<file path="src/rtl/clkctl_pkg.sv">
package clkctl_pkg;

  localparam int CTL_W   = 8;
  localparam int RUN_POS = 0;
  localparam int SRC_POS = 1;

  typedef struct packed {
    logic src;
    logic run;
  } ctl_t;

  localparam ctl_t CTL_RESET = '{src: 1'b0, run: 1'b1};

  // Byte image of the live fields; spare bits read as zero.
  function automatic logic [CTL_W-1:0] view_of(ctl_t c);
    logic [CTL_W-1:0] v;
    v          = '0;
    v[RUN_POS] = c.run;
    v[SRC_POS] = c.src;
    return v;
  endfunction

  // Candidate byte after a byte write or a single-bit write.
  function automatic logic [CTL_W-1:0] merge_access(
    logic [CTL_W-1:0] cur,
    logic             is_bit,
    logic [2:0]       idx,
    logic [CTL_W-1:0] wd
  );
    logic [CTL_W-1:0] r;
    r = cur;
    if (is_bit) r[idx] = wd[0];
    else        r      = wd;
    return r;
  endfunction

  // Apply the hardware rules: select needs run and lock.
  function automatic ctl_t resolve(logic [CTL_W-1:0] cand, logic locked);
    ctl_t n;
    n.run = cand[RUN_POS];
    n.src = cand[SRC_POS] & cand[RUN_POS] & locked;
    return n;
  endfunction

  function automatic int unsigned ratio_of(logic src, int unsigned mult);
    return src ? mult : 32'd1;
  endfunction

endpackage

</file>
<file path="src/rtl/clkctl_lock_timer.sv">
module clkctl_lock_timer #(
  parameter int unsigned LOCK_CYCLES = 16
) (
  input  logic clk,
  input  logic rst_n,
  input  logic run,
  output logic locked
);
  localparam int CW = $clog2(LOCK_CYCLES + 1);
  localparam logic [CW-1:0] TERM = CW'(LOCK_CYCLES);

  logic [CW-1:0] cnt;
  logic          at_term;

  assign at_term = (cnt == TERM);

  always_ff @(posedge clk) begin
    if (!rst_n)        cnt <= '0;
    else if (!run)     cnt <= '0;
    else if (!at_term) cnt <= cnt + 1'b1;
  end

  assign locked = run && at_term;
endmodule

</file>
<file path="src/rtl/clkctl_ctl_reg.sv">
module clkctl_ctl_reg
  import clkctl_pkg::*;
(
  input  logic             clk,
  input  logic             rst_n,
  input  logic             acc_valid,
  input  logic             acc_bit,
  input  logic [2:0]       acc_idx,
  input  logic [CTL_W-1:0] acc_wdata,
  input  logic             locked,
  output ctl_t             state,
  output logic             src_refused,
  output logic             src_forced_clear
);
  logic [CTL_W-1:0] cand;
  ctl_t             nxt;

  always_comb begin
    cand = merge_access(view_of(state), acc_bit, acc_idx, acc_wdata);
    nxt  = resolve(cand, locked);
  end

  assign src_refused      = acc_valid && cand[SRC_POS] && cand[RUN_POS] && !locked;
  assign src_forced_clear = acc_valid && !cand[RUN_POS] && state.src;

  always_ff @(posedge clk) begin
    if (!rst_n)         state <= CTL_RESET;
    else if (acc_valid) state <= nxt;
  end
endmodule

</file>
<file path="src/rtl/clkctl_top.sv">
module clkctl_top
  import clkctl_pkg::*;
#(
  parameter int unsigned LOCK_CYCLES = 16,
  parameter int unsigned PLL_MULT    = 8,
  localparam int RATIO_W = $clog2(PLL_MULT + 1)
) (
  input  logic               clk,
  input  logic               rst_n,
  input  logic               acc_valid,
  input  logic               acc_bit,
  input  logic [2:0]         acc_idx,
  input  logic [7:0]         acc_wdata,
  output logic [7:0]         ctl_rdata,
  output logic               pll_on,
  output logic               use_pll,
  output logic               pll_locked,
  output logic [RATIO_W-1:0] clk_ratio
);
  ctl_t state;
  logic src_refused;
  logic src_forced_clear;

  clkctl_ctl_reg u_reg (
    .clk              (clk),
    .rst_n            (rst_n),
    .acc_valid        (acc_valid),
    .acc_bit          (acc_bit),
    .acc_idx          (acc_idx),
    .acc_wdata        (acc_wdata),
    .locked           (pll_locked),
    .state            (state),
    .src_refused      (src_refused),
    .src_forced_clear (src_forced_clear)
  );

  clkctl_lock_timer #(.LOCK_CYCLES(LOCK_CYCLES)) u_lock (
    .clk    (clk),
    .rst_n  (rst_n),
    .run    (state.run),
    .locked (pll_locked)
  );

  assign ctl_rdata = view_of(state);
  assign pll_on    = state.run;
  assign use_pll   = state.src;
  assign clk_ratio = RATIO_W'(ratio_of(state.src, PLL_MULT));
endmodule

</file>
<file path="config.mk">
export PLATFORM = sky130hd
export DESIGN_NAME = clkctl_top
export DESIGN_NICKNAME = d
export VERILOG_FILES = /design/src/rtl/clkctl_pkg.sv /design/src/rtl/clkctl_lock_timer.sv /design/src/rtl/clkctl_ctl_reg.sv /design/src/rtl/clkctl_top.sv
export SDC_FILE = /design/constraint.sdc
export NUM_CORES = 1
export LEC_CHECK = 0
export ABC_AREA = 0
export BUFFER_PORTS_ARGS = -buffer_cell sky130_fd_sc_hd__buf_2
export CORE_AREA = 2 2 39 41
export CTS_CLUSTER_DIAMETER = 120
export DETAILED_ROUTE_END_ITERATION = 16
export DIE_AREA = 0 0 41 43
export PLACE_DENSITY = 0.8
export SLEW_MARGIN = 20
export SYNTH_ARGS = -nofsm -noshare
export SYNTH_HDL_FRONTEND = slang
export SYNTH_HIERARCHICAL = 1
export SYNTH_SLANG_ARGS = --single-unit
</file>
<file path="constraint.sdc">
create_clock -name clk -period 1.8 [get_ports clk]
set_input_delay 0.18 -clock clk [delete_from_list [all_inputs] [get_ports clk]]
set_output_delay 0.18 -clock clk [all_outputs]
set_load 0.03 [all_outputs]
</file>
After elaboration in Yosys (flattened, before gate mapping)
Cells that the tools add are included.
Storage, ports and cells
  memories kept: 0
  latch bits: 0
  memory bits (writable): 0
  register bits: 7
  bits of input ports: 15
  memory bits (read-only): 0
Operators by class
  divide/modulo/power cells: 0
  order comparisons: 2
  multiplexer cells: 5
  equal/unequal tests: 1
  bitwise logic cells: 2
  $mul: 0
  $add $sub $neg: 1
  reduce and logical (&&, ||, !) cells: 3
  shifts and indexed selects: 0
Operators with widths (count)
  bitwise mux 8 bit: 1
  adder 5 x 1 -> 5 bit, second input constant: 1
  equality test 5 bit, second input constant: 1
  less-than comparator 3 x 4 -> 1 bit, second input constant: 1
  2-to-1 mux 4 bit: 1
  demux 1 bit (select 3 bit): 1
  >= comparator 3 x 1 -> 1 bit, second input constant: 1
  bitwise AND 1 bit: 2
  logical AND 1 bit: 2
  2-to-1 mux 2 bit: 1
  AND reduction 2 bit: 1
  2-to-1 mux 1 bit: 1

Depth between registers and ports, before layout
Gate-level depths: netlist of the first run.
  depth in word-level cells: 8
  depth in mapped cells: 6
  mapped depth without buffers: 6

Hierarchy
Netlist of the first run, hierarchy kept.
By module, submodules not included
  clkctl_lock_timer: area each 236.5 µm², times used 1, cells each 24
  clkctl_ctl_reg: area each 160.2 µm², times used 1, cells each 17
  clkctl_top: area each 90.1 µm², times used 1, cells each 13

Worst setup path before layout of the first run
OpenSTA, ideal clock, no wires.
  kind: reg-to-reg
  from: register u_lock.cnt[0]
  to: register, netlist name u_reg/state[1]
  library setup time: 67 ps
  path slack: 425 ps
  data arrival time: 1308 ps
  stages on the path, launching flop included: 7
  required time: 1733 ps
  cell sequence: dfxtp_1 -> inv_1 -> ha_1 -> and4bb_4 -> and2_2 -> o2111ai_1 -> o21ai_2
Between the ends
  word-level cells in the longest chain between the ends: 3
RTL lines
  start, declared: line clkctl_lock_timer.sv:12  | logic [CW-1:0] cnt;
  start signal, assigned: line clkctl_lock_timer.sv:20  | else if (!at_term) cnt <= cnt + 1'b1;
  equality test 5 bit: line clkctl_lock_timer.sv:15  | assign at_term = (cnt == TERM);
  logical AND 1 bit: line clkctl_lock_timer.sv:23  | assign locked = run && at_term;
  named net pll_locked: line clkctl_top.sv:17  | output logic pll_locked,
  bitwise AND 1 bit: line clkctl_pkg.sv:41  | n.src = cand[SRC_POS] & cand[RUN_POS] & locked;
The timed path passes the listed nets, and every way through them passes these cells.
A chain may end at the register's enable or synchronous reset.

Worst setup path in the final report of the first run
  from: register u_lock.cnt[0]
  to: output port pll_locked
Between the ends
  word-level cells in the longest chain between the ends: 2
RTL lines (line)
  equality test 5 bit: clkctl_lock_timer.sv:15
  logical AND 1 bit: clkctl_lock_timer.sv:23
  end, declared: clkctl_top.sv:17
No other way between the ends.

==> results of run 1 <==
[placed cells by master (no fill, tap or decap), drive strengths merged]
cell type / instances
and4bb: 1
a21o: 1
conb: 8
nor2: 3
and2: 1
mux2i: 3
inv: 3
nand3b: 1
nor3: 2
xor2: 2
dfxtp: 7
nand3: 4
o31ai: 1
o21ai: 1
xnor2: 2
clkbuf: 4
buf: 15
ha: 2
nor3b: 1
o2111ai: 1
nand2: 3
[routing by layer]
layer	vias up	track usage	wire length [microns]
li1	181	-	-
met1	160	0.137	313
met2	16	0.153	343
met3	2	0.0314	43
met4	0	0.0800	13
met5	-	0	0
[flip-flops by register name (all words and copies together), names as in the netlist]
signal       cells
u_reg/state      2
u_lock/cnt       5
[path summary, 6_finish.rpt]
path,to,slack (ns),cells past startpoint
min,u_reg/state[0],0.14,2
max reg2reg,u_reg/state[1],0.47,6
min reg2reg,u_lock/cnt[4],0.52,2
max,pll_locked,0.15,5
[stage by stage]
stage | worst slack, ns | area, sq um | utilization
after CTS | 0.139 | 531 | 0.383
final | 0.152 | 531 | 0.383
after detailed placement | 0.428 | 504 | 0.364
after global routing | 0.0548 | 531 | 0.383
after floorplan | 0.446 | 492 | -
after global placement | 0.427 | 504 | 0.364
[power by group]
part / internal, mW / switching (mW)
combinational: 0.0252 / 0.0535
sequential: 0.163 / 0.00721
clock: 0.0846 / 0.0576
[area by class of cell]
type                    count  area, sq um  area share
clock buffers               4         26.3      0.0495
inverters                   3         11.3      0.0212
multi-input cells          37          258       0.486
flip-flops and latches      7          140       0.264
well taps                  16         20.0      0.0377
repair buffers             15         75.1       0.142
[worst max-delay path, cell delays in order, from the launching register on]
cell and delay (ns):
dfxtp_1 0.35, inv_1 0.08, ha_1 0.20, and4bb_4 0.22
and2_2 0.20, buf_2 0.17
==> results.toml, run 1 <==
[finish]
finalNonFillerCells = 82
diodes = 0
drive_gt1_frac = 0.333
nets = 84
num-fill-cells = 145
syn_to_final_growth_pct = 14.0

[die]
row_count = 14
design.core.area_sq_um = 1380
num_io_pins = 30
die_w_microns = 41
initial_core_util = 0.336
dieArea_sq_um = 1760
die_y_microns = 43

[hold_path]
hp-start = "rst_n"
min_path_type = "in2reg"

[drt]
wl_microns = 713
dr.pass1.iters = 3
drc = 0
viasPerCell = 4.38
route.detailed.wl_per_inst_microns = 8.70
vias = 359
drt_iter0_drc = 5
antenna_left = 0

[global_routing]
antenna_found_initial = 0
track_usage = 0.110
grt_pass1_wl_mm = 1.29
grt.overflow.total = 0
grt_max_degree = 7
grt_pass1_vias = 330

[worst_setup_path]
startpoint = "u_lock/cnt[0]"
cp-end-kind = "primary output"
crit_type = "reg2out"
worstPathMaxFanout = 5
worstPathArrival_ns = 1.47
r2r-start = "u_lock/cnt[0]"
cp-start-kind = "flop"
cp.required_ns = 1.62

[run]
max-cap-violations = 0

[cts]
cts-root-buf = "clkbuf_4"
cts_made_buffers = 3
htree_levels = 1
cts_tree = "done"
cts_buffer_depth = 2
clkLatencyLatePin_ns = 0.25
cts_resized = 0
cts.reportedPaths.clkPinSlew_ns = 0.05
post_cts_buffers = 0
clkSinkCount = 7
postCtsHoldBufs = 0

[logic_synthesis]
yosysWarnings = 6
syn_avg_cell_area_sq_um = 9.13
synthCells = 51
synth_area_sq_um = 465

[sta]
period_share = 0.916
holdWs_ns = 0.139
setup_viol = 0
slew_violations = 0
fin_skew_ns = 0.000972
setup_tns_ns = 0
finalHoldViolCount = 0
max_freq_ghz = 0.607
layout_min_cycle_time_ns = 1.65
rsz0062_at_grt = "no"

[outcome]
status = "finished clean"

[placement]
io_buffer_count = 15
dpl.hpwl_microns = 583
gp_congestion = 0.805
dp_cells = 78

[pwr]
power.density_nw_per_um2 = 737
ir_worst_vdd_mv = 0.357
power.leakage_nw = 0.245
total_power_uw = 391
No activity file was read; power rests on OpenSTA's default activity.
==> inputs of run 2 (changes only) <==
Settings changed: CORE_AREA 2 2 39 41 to 2 2 44 46, DIE_AREA 0 0 41 43 to 0 0 46 48, MAX_ROUTING_LAYER set to met4, PLACE_DENSITY 0.8 to 0.67.
==> results.toml, run 2 (same netlist as run 1, synthesis figures left out) <==
[drt]
drt_iter0_drc = 2
dr.pass1.iters = 2
viasPerCell = 4.31
antenna_left = 0
route.detailed.wl_per_inst_microns = 9.12
wl_microns = 757
drc = 0
vias = 358

[cts]
cts_resized = 0
htree_levels = 1
cts_tree = "done"
clkLatencyLatePin_ns = 0.25
cts_made_buffers = 3
clkSinkCount = 7
cts_buffer_depth = 2
postCtsHoldBufs = 0
post_cts_buffers = 0
cts-root-buf = "clkbuf_4"
cts.reportedPaths.clkPinSlew_ns = 0.05

[finish]
largest_register = "u_lock/cnt"
finalNonFillerCells = 83
largest_reg_flops = 5
design_area_sq_um = 532
num-fill-cells = 185
multiInputGateArea_sq_um = 258
syn_to_final_growth_pct = 14.2
layout_commonest_cell = "buf_2"
reg_top3 = "u_lock/cnt (5), u_reg/state (2)"
drive_gt1_frac = 0.333
diodes = 0
layout_common_cells = "buf_2 (15), conb_1 (8), dfxtp_1 (7)"
final-seq-area_sq_um = 140
nets = 84

[worst_setup_path]
startpoint = "u_lock/cnt[0]"
slowest_stage = "dfxtp_1"
cp.required_ns = 1.62
crit_type = "reg2out"
r2r-start = "u_lock/cnt[0]"
setup.worst_path.end = "pll_locked"
worst-r2r-cell-count = 6
timing.rr.end = "u_reg/state[1]"
rrSetupSlack_ns = 0.44
crit_family = "simple AND/OR/NAND/NOR gates"
cp-end-kind = "primary output"
cp_slowest_stage_delay_ns = 0.35
cp-start-kind = "flop"
worstPathArrival_ns = 1.48
crit_cells = 5
crit_buf_inv = 2
cp_cell_sequence = "inv_1 > ha_1 > and4bb_4 > and2_2 > buf_2"
worstPathMaxFanout = 5

[die]
initial_core_util = 0.276
dieArea_sq_um = 2210
die_y_microns = 48
die_w_microns = 46
design.core.area_sq_um = 1690
row_count = 15
num_io_pins = 30

[sta]
rsz0062_at_grt = "no"
fin_skew_ns = 0.00281
slew_violations = 0
finalHoldViolCount = 0
period_share = 0.924
setup_tns_ns = 0
layout_min_cycle_time_ns = 1.66
max_freq_ghz = 0.601
setup_viol = 0

[global_routing]
grt_pass1_vias = 318
antenna_found_initial = 0
track_usage = 0.0850
grt.overflow.total = 0
grt_pass1_wl_mm = 1.25
grt_max_degree = 7

[hold_path]
min_path_type = "in2reg"

[placement]
dpl.hpwl_microns = 623
post_dp_cell_area_sq_um = 505
io_buffer_count = 15
gp_congestion = 0.755
dp_cells = 79

[pwr]
power.leakage_nw = 0.245
power.density_nw_per_um2 = 732
total_power_uw = 389
ir_worst_vdd_mv = 0.337

[run]
max-cap-violations = 0

[outcome]
status = "finished clean"
==> run 2: cell counts in the layout (fill, tap and decap cells not counted) <==
No cell type changed its count.
==> run 2: worst min-delay path by stage <==
stage          startpoint        endpoint  slack (ns)  depth (start not counted)
2_1_floorplan       rst_n  u_reg/state[0]        0.25                          1
3_3_place_gp        rst_n  u_reg/state[0]        0.40                          2
3_5_place_dp        rst_n  u_reg/state[0]        0.40                          2
4_1_cts             rst_n  u_reg/state[0]        0.13                          2
5_1_grt             rst_n  u_reg/state[0]        0.15                          2
6_report            rst_n  u_reg/state[0]        0.14                          2
==> run 2: per-layer routing <==
layer	up-vias	GRT usage	wire length, microns
met5	-	-	0
met4	0	0.0686	0
met3	0	0.0226	48
met2	17	0.139	400
met1	159	0.0850	308
li1	182	-	-
==> run 2: final cells by class <==
type / instances / area share
Sequential cell: 7 / 0.264
Clock buffer: 4 / 0.0494
Inverter: 3 / 0.0212
Multi-Input combinational cell: 37 / 0.485
Timing Repair Buffer: 15 / 0.141
Tap cell: 17 / 0.0400
==> run 2: where the power goes <==
part	leakage (nW)	switching [mW]	internal, mW
Combinational	0.172	0.0538	0.0253
Clock	0.0150	0.0553	0.0844
Sequential	0.0571	0.00748	0.163
Total	0.245	0.117	0.272
==> run 2: per-stage QoR <==
| stage | hold WS [ns] | utilization | setup slack, ns |
|---|---|---|---|
| 2_1_floorplan | 0.252 | - | 0.446 |
| 3_3_place_gp | 0.400 | 0.299 | 0.422 |
| 3_5_place_dp | 0.397 | 0.299 | 0.400 |
| 4_1_cts | 0.129 | 0.315 | 0.115 |
| 5_1_grt | 0.150 | 0.315 | 0.0584 |
| 6_report | 0.141 | 0.315 | 0.137 |
